`src/rtl/sqarb_pkg.sv`:
```
package sqarb_pkg;
  localparam int PRIO_W = 2;
  localparam int EXP_W  = 3;
  localparam int WGT_W  = 8;

  typedef enum logic [PRIO_W-1:0] {
    PRI_URGENT = 2'd0,
    PRI_HIGH   = 2'd1,
    PRI_MED    = 2'd2,
    PRI_LOW    = 2'd3
  } sq_prio_e;

  // Number of fetches after the first one in a fresh burst (burst length minus one).
  function automatic logic [WGT_W-1:0] burst_extra(
    input logic [PRIO_W-1:0] p,
    input logic [EXP_W-1:0]  e,
    input logic [WGT_W-1:0]  hw,
    input logic [WGT_W-1:0]  mw,
    input logic [WGT_W-1:0]  lw
  );
    logic [WGT_W-1:0] r;
    case (p)
      PRI_URGENT: r = (WGT_W'(1) << e) - WGT_W'(1);
      PRI_HIGH:   r = hw;
      PRI_MED:    r = mw;
      default:    r = lw;
    endcase
    return r;
  endfunction
endpackage

```
`src/rtl/sq_head_ring.sv`:
```
module sq_head_ring #(
  parameter int NQ    = 4,
  parameter int PTR_W = 4
) (
  input  logic             clk,
  input  logic             rst,
  input  logic [PTR_W-1:0] tail_i [NQ],
  input  logic [PTR_W-1:0] last_i [NQ],
  input  logic [NQ-1:0]    adv_i,
  output logic [PTR_W-1:0] head_o [NQ],
  output logic [NQ-1:0]    nonempty_o
);
  for (genvar g = 0; g < NQ; g++) begin : g_ring
    always_ff @(posedge clk) begin
      if (rst)
        head_o[g] <= '0;
      else if (adv_i[g])
        head_o[g] <= (head_o[g] == last_i[g]) ? '0 : head_o[g] + 1'b1;
    end

    assign nonempty_o[g] = (head_o[g] != tail_i[g]);

    assert_head_hold_R3: assert property (@(posedge clk) disable iff (rst)
      !adv_i[g] |=> $stable(head_o[g]));
    assert_head_step_R3: assert property (@(posedge clk) disable iff (rst)
      (adv_i[g] && head_o[g] != last_i[g]) |=> (head_o[g] == PTR_W'($past(head_o[g]) + 1'b1)));
    assert_head_wrap_R4: assert property (@(posedge clk) disable iff (rst)
      (adv_i[g] && head_o[g] == last_i[g]) |=> (head_o[g] == '0));
  end
endmodule

```
`src/rtl/sq_rr_pick.sv`:
```
module sq_rr_pick #(
  parameter int NQ    = 4,
  parameter int IDX_W = 2
) (
  input  logic [NQ-1:0]    req_i,
  input  logic [IDX_W-1:0] prev_i,
  output logic             valid_o,
  output logic [IDX_W-1:0] idx_o
);
  always_comb begin
    valid_o = 1'b0;
    idx_o   = '0;
    for (int k = 1; k <= NQ; k++) begin
      if (!valid_o && req_i[(int'(prev_i) + k) % NQ]) begin
        valid_o = 1'b1;
        idx_o   = IDX_W'((int'(prev_i) + k) % NQ);
      end
    end
  end
endmodule

```
`src/rtl/sq_weighted_arb.sv`:
```
module sq_weighted_arb
  import sqarb_pkg::*;
#(
  parameter int NQ          = 4,
  parameter int PTR_W       = 4,
  parameter int ADDR_W      = 32,
  parameter int ENTRY_SHIFT = 6
) (
  input  logic                    clk,
  input  logic                    rst,
  input  logic [NQ*PTR_W-1:0]     sq_tail_i,
  input  logic [NQ*PTR_W-1:0]     sq_last_i,
  input  logic [NQ*ADDR_W-1:0]    sq_base_i,
  input  logic [NQ*2-1:0]         sq_prio_i,
  input  logic [2:0]              arb_burst_exp_i,
  input  logic [7:0]              arb_high_w_i,
  input  logic [7:0]              arb_med_w_i,
  input  logic [7:0]              arb_low_w_i,
  output logic                    fetch_stb_o,
  output logic [$clog2(NQ)-1:0]   grant_qid_o,
  output logic [ADDR_W-1:0]       fetch_addr_o,
  output logic [NQ*PTR_W-1:0]     sq_head_o
);
  localparam int IDX_W = $clog2(NQ);

  logic [PTR_W-1:0]  tail_a [NQ];
  logic [PTR_W-1:0]  last_a [NQ];
  logic [PTR_W-1:0]  head_a [NQ];
  logic [ADDR_W-1:0] base_a [NQ];
  logic [PRIO_W-1:0] prio_a [NQ];
  logic [NQ-1:0]     nonempty, urg_req, wt_req, adv;

  for (genvar g = 0; g < NQ; g++) begin : g_unpack
    assign tail_a[g] = sq_tail_i[g*PTR_W +: PTR_W];
    assign last_a[g] = sq_last_i[g*PTR_W +: PTR_W];
    assign base_a[g] = sq_base_i[g*ADDR_W +: ADDR_W];
    assign prio_a[g] = sq_prio_i[g*PRIO_W +: PRIO_W];
    assign sq_head_o[g*PTR_W +: PTR_W] = head_a[g];
    assign urg_req[g] = nonempty[g] && (prio_a[g] == PRI_URGENT);
    assign wt_req[g]  = nonempty[g] && (prio_a[g] != PRI_URGENT);
  end

  sq_head_ring #(.NQ(NQ), .PTR_W(PTR_W)) u_heads (
    .clk(clk), .rst(rst), .tail_i(tail_a), .last_i(last_a),
    .adv_i(adv), .head_o(head_a), .nonempty_o(nonempty)
  );

  // Arbitration state
  logic             own_valid;
  logic [IDX_W-1:0] own_q;
  logic [WGT_W-1:0] credit;
  logic [IDX_W-1:0] rr_urg, rr_wt;

  logic             pu_valid, pw_valid;
  logic [IDX_W-1:0] pu_idx, pw_idx;

  sq_rr_pick #(.NQ(NQ), .IDX_W(IDX_W)) u_pick_urg (
    .req_i(urg_req), .prev_i(rr_urg), .valid_o(pu_valid), .idx_o(pu_idx)
  );
  sq_rr_pick #(.NQ(NQ), .IDX_W(IDX_W)) u_pick_wt (
    .req_i(wt_req), .prev_i(rr_wt), .valid_o(pw_valid), .idx_o(pw_idx)
  );

  logic             keep, own_urg, sel_valid, fresh_urg, fresh_wt;
  logic [IDX_W-1:0] sel;
  logic [WGT_W-1:0] nxt_credit;

  always_comb begin
    own_urg    = (prio_a[own_q] == PRI_URGENT);
    keep       = own_valid && nonempty[own_q] && (credit != '0) && (own_urg || !(|urg_req));
    sel_valid  = 1'b0;
    sel        = '0;
    fresh_urg  = 1'b0;
    fresh_wt   = 1'b0;
    nxt_credit = credit - 1'b1;
    if (keep) begin
      sel_valid = 1'b1;
      sel       = own_q;
    end else if (pu_valid) begin
      sel_valid = 1'b1;
      sel       = pu_idx;
      fresh_urg = 1'b1;
    end else if (pw_valid) begin
      sel_valid = 1'b1;
      sel       = pw_idx;
      fresh_wt  = 1'b1;
    end
    if (fresh_urg || fresh_wt)
      nxt_credit = burst_extra(prio_a[sel], arb_burst_exp_i, arb_high_w_i, arb_med_w_i, arb_low_w_i);
  end

  always_comb begin
    adv = '0;
    if (sel_valid) adv[sel] = 1'b1;
  end

  always_ff @(posedge clk) begin
    if (rst) begin
      own_valid    <= 1'b0;
      own_q        <= '0;
      credit       <= '0;
      rr_urg       <= IDX_W'(NQ-1);
      rr_wt        <= IDX_W'(NQ-1);
      fetch_stb_o  <= 1'b0;
      grant_qid_o  <= '0;
      fetch_addr_o <= '0;
    end else begin
      own_valid   <= sel_valid;
      fetch_stb_o <= sel_valid;
      if (sel_valid) begin
        own_q        <= sel;
        credit       <= nxt_credit;
        grant_qid_o  <= sel;
        fetch_addr_o <= base_a[sel] + (ADDR_W'(head_a[sel]) << ENTRY_SHIFT);
      end
      if (fresh_urg) rr_urg <= sel;
      if (fresh_wt)  rr_wt  <= sel;
    end
  end

  assert_idle_R2: assert property (@(posedge clk) disable iff (rst)
    !(|nonempty) |=> !fetch_stb_o);
  assert_urgent_first_R8: assert property (@(posedge clk) disable iff (rst)
    (|urg_req) |-> (sel_valid && prio_a[sel] == PRI_URGENT));
  assert_credit_step_R7: assert property (@(posedge clk) disable iff (rst)
    keep |=> (credit == WGT_W'($past(credit) - 1'b1)));
  assert_rr_pick_R9: assert property (@(posedge clk) disable iff (rst)
    pw_valid |-> wt_req[pw_idx]);
endmodule

```
`config.mk`:
```
export PLATFORM = sky130hd
export DESIGN_NAME = sq_weighted_arb
export DESIGN_NICKNAME = d
export VERILOG_FILES = /design/src/rtl/sqarb_pkg.sv /design/src/rtl/sq_head_ring.sv /design/src/rtl/sq_rr_pick.sv /design/src/rtl/sq_weighted_arb.sv
export SDC_FILE = /design/constraint.sdc
export NUM_CORES = 1
export LEC_CHECK = 0
export BUFFER_PORTS_ARGS = -buffer_cell sky130_fd_sc_hd__buf_2
export CORE_ASPECT_RATIO = 0.9
export CORE_MARGIN = 2
export CORE_UTILIZATION = 44
export DETAILED_ROUTE_END_ITERATION = 10
export GPL_TIMING_DRIVEN = 1
export PLACE_DENSITY = 0.76
export SYNTH_ARGS = -nofsm -noshare
export SYNTH_HDL_FRONTEND = slang
export SYNTH_SLANG_ARGS = --single-unit
```
`constraint.sdc`:
```
create_clock -name clk -period 7.5 [get_ports clk]
set_input_delay 1.875 -clock clk [delete_from_list [all_inputs] [get_ports clk]]
set_output_delay 1.875 -clock clk [all_outputs]
set_load 0.1 [all_outputs]
```
==> results of run 1 <==
layout make-up:
type | count | area (µm²) | area share
clock buffer | 12 | 256 | 0.0351
clock inverter | 3 | 42.5 | 0.00583
inverter | 11 | 41.3 | 0.00566
multi-input combinational | 559 | 4150 | 0.569
sequential | 63 | 1260 | 0.173
tap | 164 | 205 | 0.0281
timing repair buffer | 261 | 1340 | 0.184
critical path: stages:
cell	delay, ns
buf_2	0.10
xor2_1	0.17
o41ai_1	0.66
a41oi_2	0.26
or3_1	0.59
o311ai_1	0.19
nand2_2	0.33
o21ai_0	0.28
ha_1	0.20
inv_1	0.05
fa_1	0.39
inv_1	0.07
a21o_1	0.10
a21oi_1	0.11
nor2b_1	0.13
a22oi_1	0.09
buf_4	0.18
nor4_4	0.44
nor2_1	0.08
or3_1	0.34
through the flow:
step / hold WS [ns] / setup slack [ns] / cells / cell area, µm²
final: 0.457 / 1.04 / 1073 / 7300
after global routing: 0.475 / 0.571 / 1073 / 7300
after CTS: 0.459 / 1.06 / 1073 / 7300
after detailed placement: 0.448 / 0.753 / 1058 / 7000
after global placement: 0.436 / 0.824 / 1058 / 7000
after floorplan: 0.490 / 0.0596 / 676 / 5680
routing by layer:
layer | vias to the layer above | share of wire | global-route usage
li1 | 2952 | - | -
met1 | 2717 | 0.43 | 0.326
met2 | 231 | 0.48 | 0.407
met3 | 27 | 0.075 | 0.0415
met4 | 0 | 0.021 | 0.0848
met5 | - | 0 | 0
kinds of logic after synthesis:
kind of cell | Yosys count | share of synthesized area
fa+ha+maj | 12 | 0.0277
flops | 63 | 0.222
xor+xnor | 67 | 0.103
compound gates | 141 | 0.184
simple gates | 224 | 0.207
mux | 115 | 0.208
buf+inv | 54 | 0.0491
report_power, final:
part	total, mW	internal, mW	switching [mW]
Combinational	1.73	0.545	1.18
Clock	0.418	0.273	0.145
Sequential	0.537	0.432	0.104
sequential cells by signal, indices dropped and copies added, names as in the netlist:
register	cells
fetch_addr_o	32
u_heads.head_o	16
credit	8
own_q	2
rr_urg	2
rr_wt	2
own_valid	1
Yosys cell counts, types with 7 or more instances:
| master | number | area [µm²] |
|---|---|---|
| inv_1 | 10 | 37.5 |
| buf_2 | 11 | 55.1 |
| dfxtp_1 | 63 | 1260 |
| xor2_1 | 32 | 280 |
| a21oi_1 | 34 | 170 |
| nor3b_1 | 7 | 52.6 |
| a211oi_1 | 33 | 248 |
| ha_1 | 11 | 138 |
| nand3_1 | 9 | 45.0 |
| nor3_1 | 12 | 60.1 |
| o21ai_0 | 19 | 95.1 |
| clkbuf_1 | 21 | 78.8 |
| mux2_2 | 7 | 78.8 |
| or3_1 | 8 | 50.1 |
| nand4_1 | 9 | 56.3 |
| nor2_1 | 69 | 259 |
| nor2b_1 | 16 | 100 |
| mux2i_1 | 105 | 1050 |
| xnor2_1 | 35 | 307 |
| nand2_1 | 53 | 199 |
| nor4_1 | 10 | 62.6 |
final timing paths:
check,from,end,cells after the start
max,sq_tail_i[3],fetch_addr_o[28]$_SDFFE_PP0P_,20
min,fetch_addr_o[10]$_SDFFE_PP0P_,fetch_addr_o[10]$_SDFFE_PP0P_,2
max reg2reg,credit[2]$_SDFFE_PP0P_,fetch_addr_o[27]$_SDFFE_PP0P_,16
min reg2reg,fetch_addr_o[10]$_SDFFE_PP0P_,fetch_addr_o[10]$_SDFFE_PP0P_,2
==> results.cfg, run 1 <==
[run_status]
status = complete, no violations

[placement]
port_buffers = 247
hpwl_um = 13600
routabilityCongestion = 0.897

[floorplan]
fp.dieH_um = 112
die_w_um = 124
dieArea_um2 = 13800
ios = 248
core_area_um2 = 12600
start_util = 0.450
rows = 39

[synth]
yosysSeqAreaShare = 0.222
yosysWarnings = 0
ys_types = 71
netlist_instances = 676
syn_area_per_cell_um2 = 8.40
ys_ff_latch = 63
synth.cell_area_um2 = 5680
synth_flop_cell = dfxtp_1
syn-num-nets = 885
synthArstFlopShare = 0
synth_edf_count = 0

[timing]
tightest_slew_ns = 1.03
period_needed_ns = 6.46
finalSetupViolCount = 0
tns_ns = 0
finalHoldViolCount = 0
slew-limit-headroom = 0.316
slew_violations = 0
finalCritPeriodShare = 0.861
fmax_ghz = 0.155
rsz0062_at_grt = false
fin_skew_ns = 0.00555

[setup_path]
crit_path_end_kind = flip-flop
startpoint_type = input pin
crit_required_ns = 7.70
cp.arrival_ns = 6.66
worstPathMaxFanout = 19
r2r_slack_ns = 2.13
crit_type = in2reg

[clock_tree]
cts_setup_buffers = 0
clock_path_buffers = 2
cts_made_buffers = 9
ctsHoldBuffers = 0
insertion_delay_ns = 0.32
cts.clk_slew.worst_paths_ns = 0.05
htreeDepth = 3
root_buffer = clkbuf_16
cts_tree = yes
clock-sinks = 63
cts.repair.resized = 0

[power]
ir_drop_mv = 0.219
p_leak_nw = 3.43
total_power_mw = 2.68
cellPowerDensity_nw_per_um2 = 368

[route]
ant_nets = 0
drt-vias-per-instance = 5.52
drtIter0Drc = 322
num_vias = 5927
drc = 0
first_pass_iters = 4
routedWlPerCell_um = 16.1
wl_um = 17300

[run]
maxCapViolations = 0

[cells_and_area]
final_nets = 1114
diodes = 0
area_growth_pct = 28.5
utilization = 0.577
fill_cells = 1188
mostFrequentLayoutCells = 247 x buf_2, 105 x mux2i_1, 69 x nor2_1
final_common_cell = buf_2
layout-drive-gt1-share = 0.334

[hold_path]
min-delay-path-class = reg2reg

[grt]
grt_pass1_wl_um = 27400
grtUsageTotal = 0.248
grt-ovfl-total = 0
grt_max_degree = 45
grt_pass1_vias = 5646
antenna_found_initial = 0
Note: power is estimated with default switching activity, not from simulation.
==> run 2, diff against run 1 <==
==> constraint.sdc (replaced) <==
create_clock -name clk -period 7.5 [get_ports clk]
set_input_delay 0.75 -clock clk [delete_from_list [all_inputs] [get_ports clk]]
set_output_delay 0.75 -clock clk [all_outputs]
set_load 0.1 [all_outputs]
==> run 2 against run 1 <==
Against the previous run: non-clock buffer count down 5; routed wire length fell by 1.6%; count of clock-buffer cells in the layout fell by 2; sequential share of layout area barely moved; register-to-register slack got worse by 0.41 ns; fmax is 11% higher; utilization increased by 0.14 points; die area unchanged; via count grew 0.67%.
==> results.cfg, run 2 (same netlist as run 1, synthesis figures left out) <==
[clock_tree]
cts.repair.resized = 0
cts.clk_slew.worst_paths_ns = 0.06
clock-sinks = 63
cts_made_buffers = 9
htreeDepth = 3
insertion_delay_ns = 0.32
cts_setup_buffers = 0
ctsHoldBuffers = 0
clock_path_buffers = 2
cts_tree = yes
root_buffer = clkbuf_16

[power]
ir_drop_mv = 0.196
p_leak_nw = 3.43
total_power_mw = 2.74
cellPowerDensity_nw_per_um2 = 374

[cells_and_area]
largest_reg_flops = 32
final_nets = 1109
final_common_cell = buf_2
layout-drive-gt1-share = 0.333
fill_cells = 1180
area_growth_pct = 28.8
largest-register = fetch_addr_o
multi_input_area_um2 = 4150
diodes = 0
mostFrequentLayoutCells = 247 x buf_2, 105 x mux2i_1, 69 x nor2_1
seq_area_um2 = 1260
utilization = 0.579
reg_top3 = fetch_addr_o x32, u_heads.head_o x16, credit x8
stdcell_count = 1069

[timing]
fmax_ghz = 0.172
finalCritPeriodShare = 0.773
slew-limit-headroom = 0.364
finalSetupViolCount = 0
holdWs_ns = 0.452
tns_ns = 0
fin_skew_ns = 0.0126
slew_violations = 0
tightest_slew_ns = 0.930
period_needed_ns = 5.80
finalHoldViolCount = 0
rsz0062_at_grt = false

[route]
wl_um = 17000
ant_nets = 0
drc = 0
num_vias = 5967
first_pass_iters = 5
routedWlPerCell_um = 15.9
drtIter0Drc = 298
drt-vias-per-instance = 5.58

[hold_path]
min-delay-path-class = reg2reg

[placement]
hpwl_um = 13400
port_buffers = 247
place_inst = 1053
routabilityCongestion = 0.964

[run]
maxCapViolations = 0

[grt]
grt_max_degree = 45
grt-ovfl-total = 0
grt_pass1_vias = 5416
grt_pass1_wl_um = 26400
grtUsageTotal = 0.240
antenna_found_initial = 0

[floorplan]
rows = 39
fp.dieH_um = 112
die_w_um = 124
start_util = 0.450
core_area_um2 = 12600
ios = 248
dieArea_um2 = 13800

[setup_path]
cp-endpoint = fetch_addr_o[25]$_SDFFE_PP0P_
crit_required_ns = 7.71
r2r_slack_ns = 1.72
reg2reg_to = fetch_addr_o[28]$_SDFFE_PP0P_
crit_type = in2reg
startpoint_type = input pin
r2r_start = credit[2]$_SDFFE_PP0P_
crit_path_end_kind = flip-flop
worstPathMaxFanout = 40
reg2regPathDepth = 16
cp.arrival_ns = 6.01
cp-startpoint = sq_tail_i[15]

[run_status]
status = complete, no violations
## run 2: cell count changes in the layout (fill, tap and decap cells not counted), sizes merged
| cell | before | now |
|---|---|---|
| buf | 261 | 256 |
| bufinv | 1 | 3 |
| clkbuf | 12 | 10 |
| inv | 10 | 11 |
## run 2: per-stage QoR
stage	instance area, µm²	worst slack [ns]
after global routing	7320	1.23
after detailed placement	6960	1.46
after CTS	7320	1.69
after floorplan	5680	0.814
after global placement	6960	1.49
final	7320	1.70
## run 2: worst max-delay path: stages
cell       delay (ns)
buf_2            0.10
xor2_1           0.19
o41ai_4          0.53
o22ai_1          0.15
a2111oi_0        0.87
o311ai_1         0.31
nand2_2          0.14
buf_4            0.38
mux2i_1          0.32
ha_1             0.28
a21o_1           0.16
a21o_1           0.20
a21oi_1          0.25
nor2b_1          0.08
a22oi_1          0.67
nor4b_2          0.15
mux2i_1          0.15
a311o_1          0.32
## run 2: where the power goes
group / internal, mW / switching, mW / total [mW]
logic: 0.530 / 1.18 / 1.71
registers: 0.432 / 0.102 / 0.534
clock network: 0.336 / 0.160 / 0.495
## run 2: worst min-delay path by stage
stage                                       startpoint                      endpoint  slack [ns]  depth (start not counted)
after global routing      fetch_addr_o[8]$_SDFFE_PP0P_  fetch_addr_o[8]$_SDFFE_PP0P_        0.49                          2
after floorplan                 rr_urg[0]$_SDFFE_PP1P_        rr_urg[0]$_SDFFE_PP1P_        0.49                          2
after detailed placement  fetch_addr_o[9]$_SDFFE_PP0P_  fetch_addr_o[9]$_SDFFE_PP0P_        0.45                          2
after CTS                 fetch_addr_o[9]$_SDFFE_PP0P_  fetch_addr_o[9]$_SDFFE_PP0P_        0.45                          2
final                     fetch_addr_o[9]$_SDFFE_PP0P_  fetch_addr_o[9]$_SDFFE_PP0P_        0.45                          2
after global placement    fetch_addr_o[6]$_SDFFE_PP0P_  fetch_addr_o[6]$_SDFFE_PP0P_        0.44                          2
## run 2: cell type report
cell class	instances	share of cell area
clock buffer	10	0.0327
inverter	11	0.00564
sequential	63	0.172
timing repair buffer	256	0.178
clock inverter	6	0.0157
multi-input combinational	559	0.567
tap	164	0.0280
## run 2: routing by layer
layer,track usage,share of wire,vias up
li1,-,-,2954
met1,0.318,0.43,2775
met2,0.397,0.48,218
met3,0.0394,0.069,20
met4,0.0720,0.017,0
met5,0,0,-
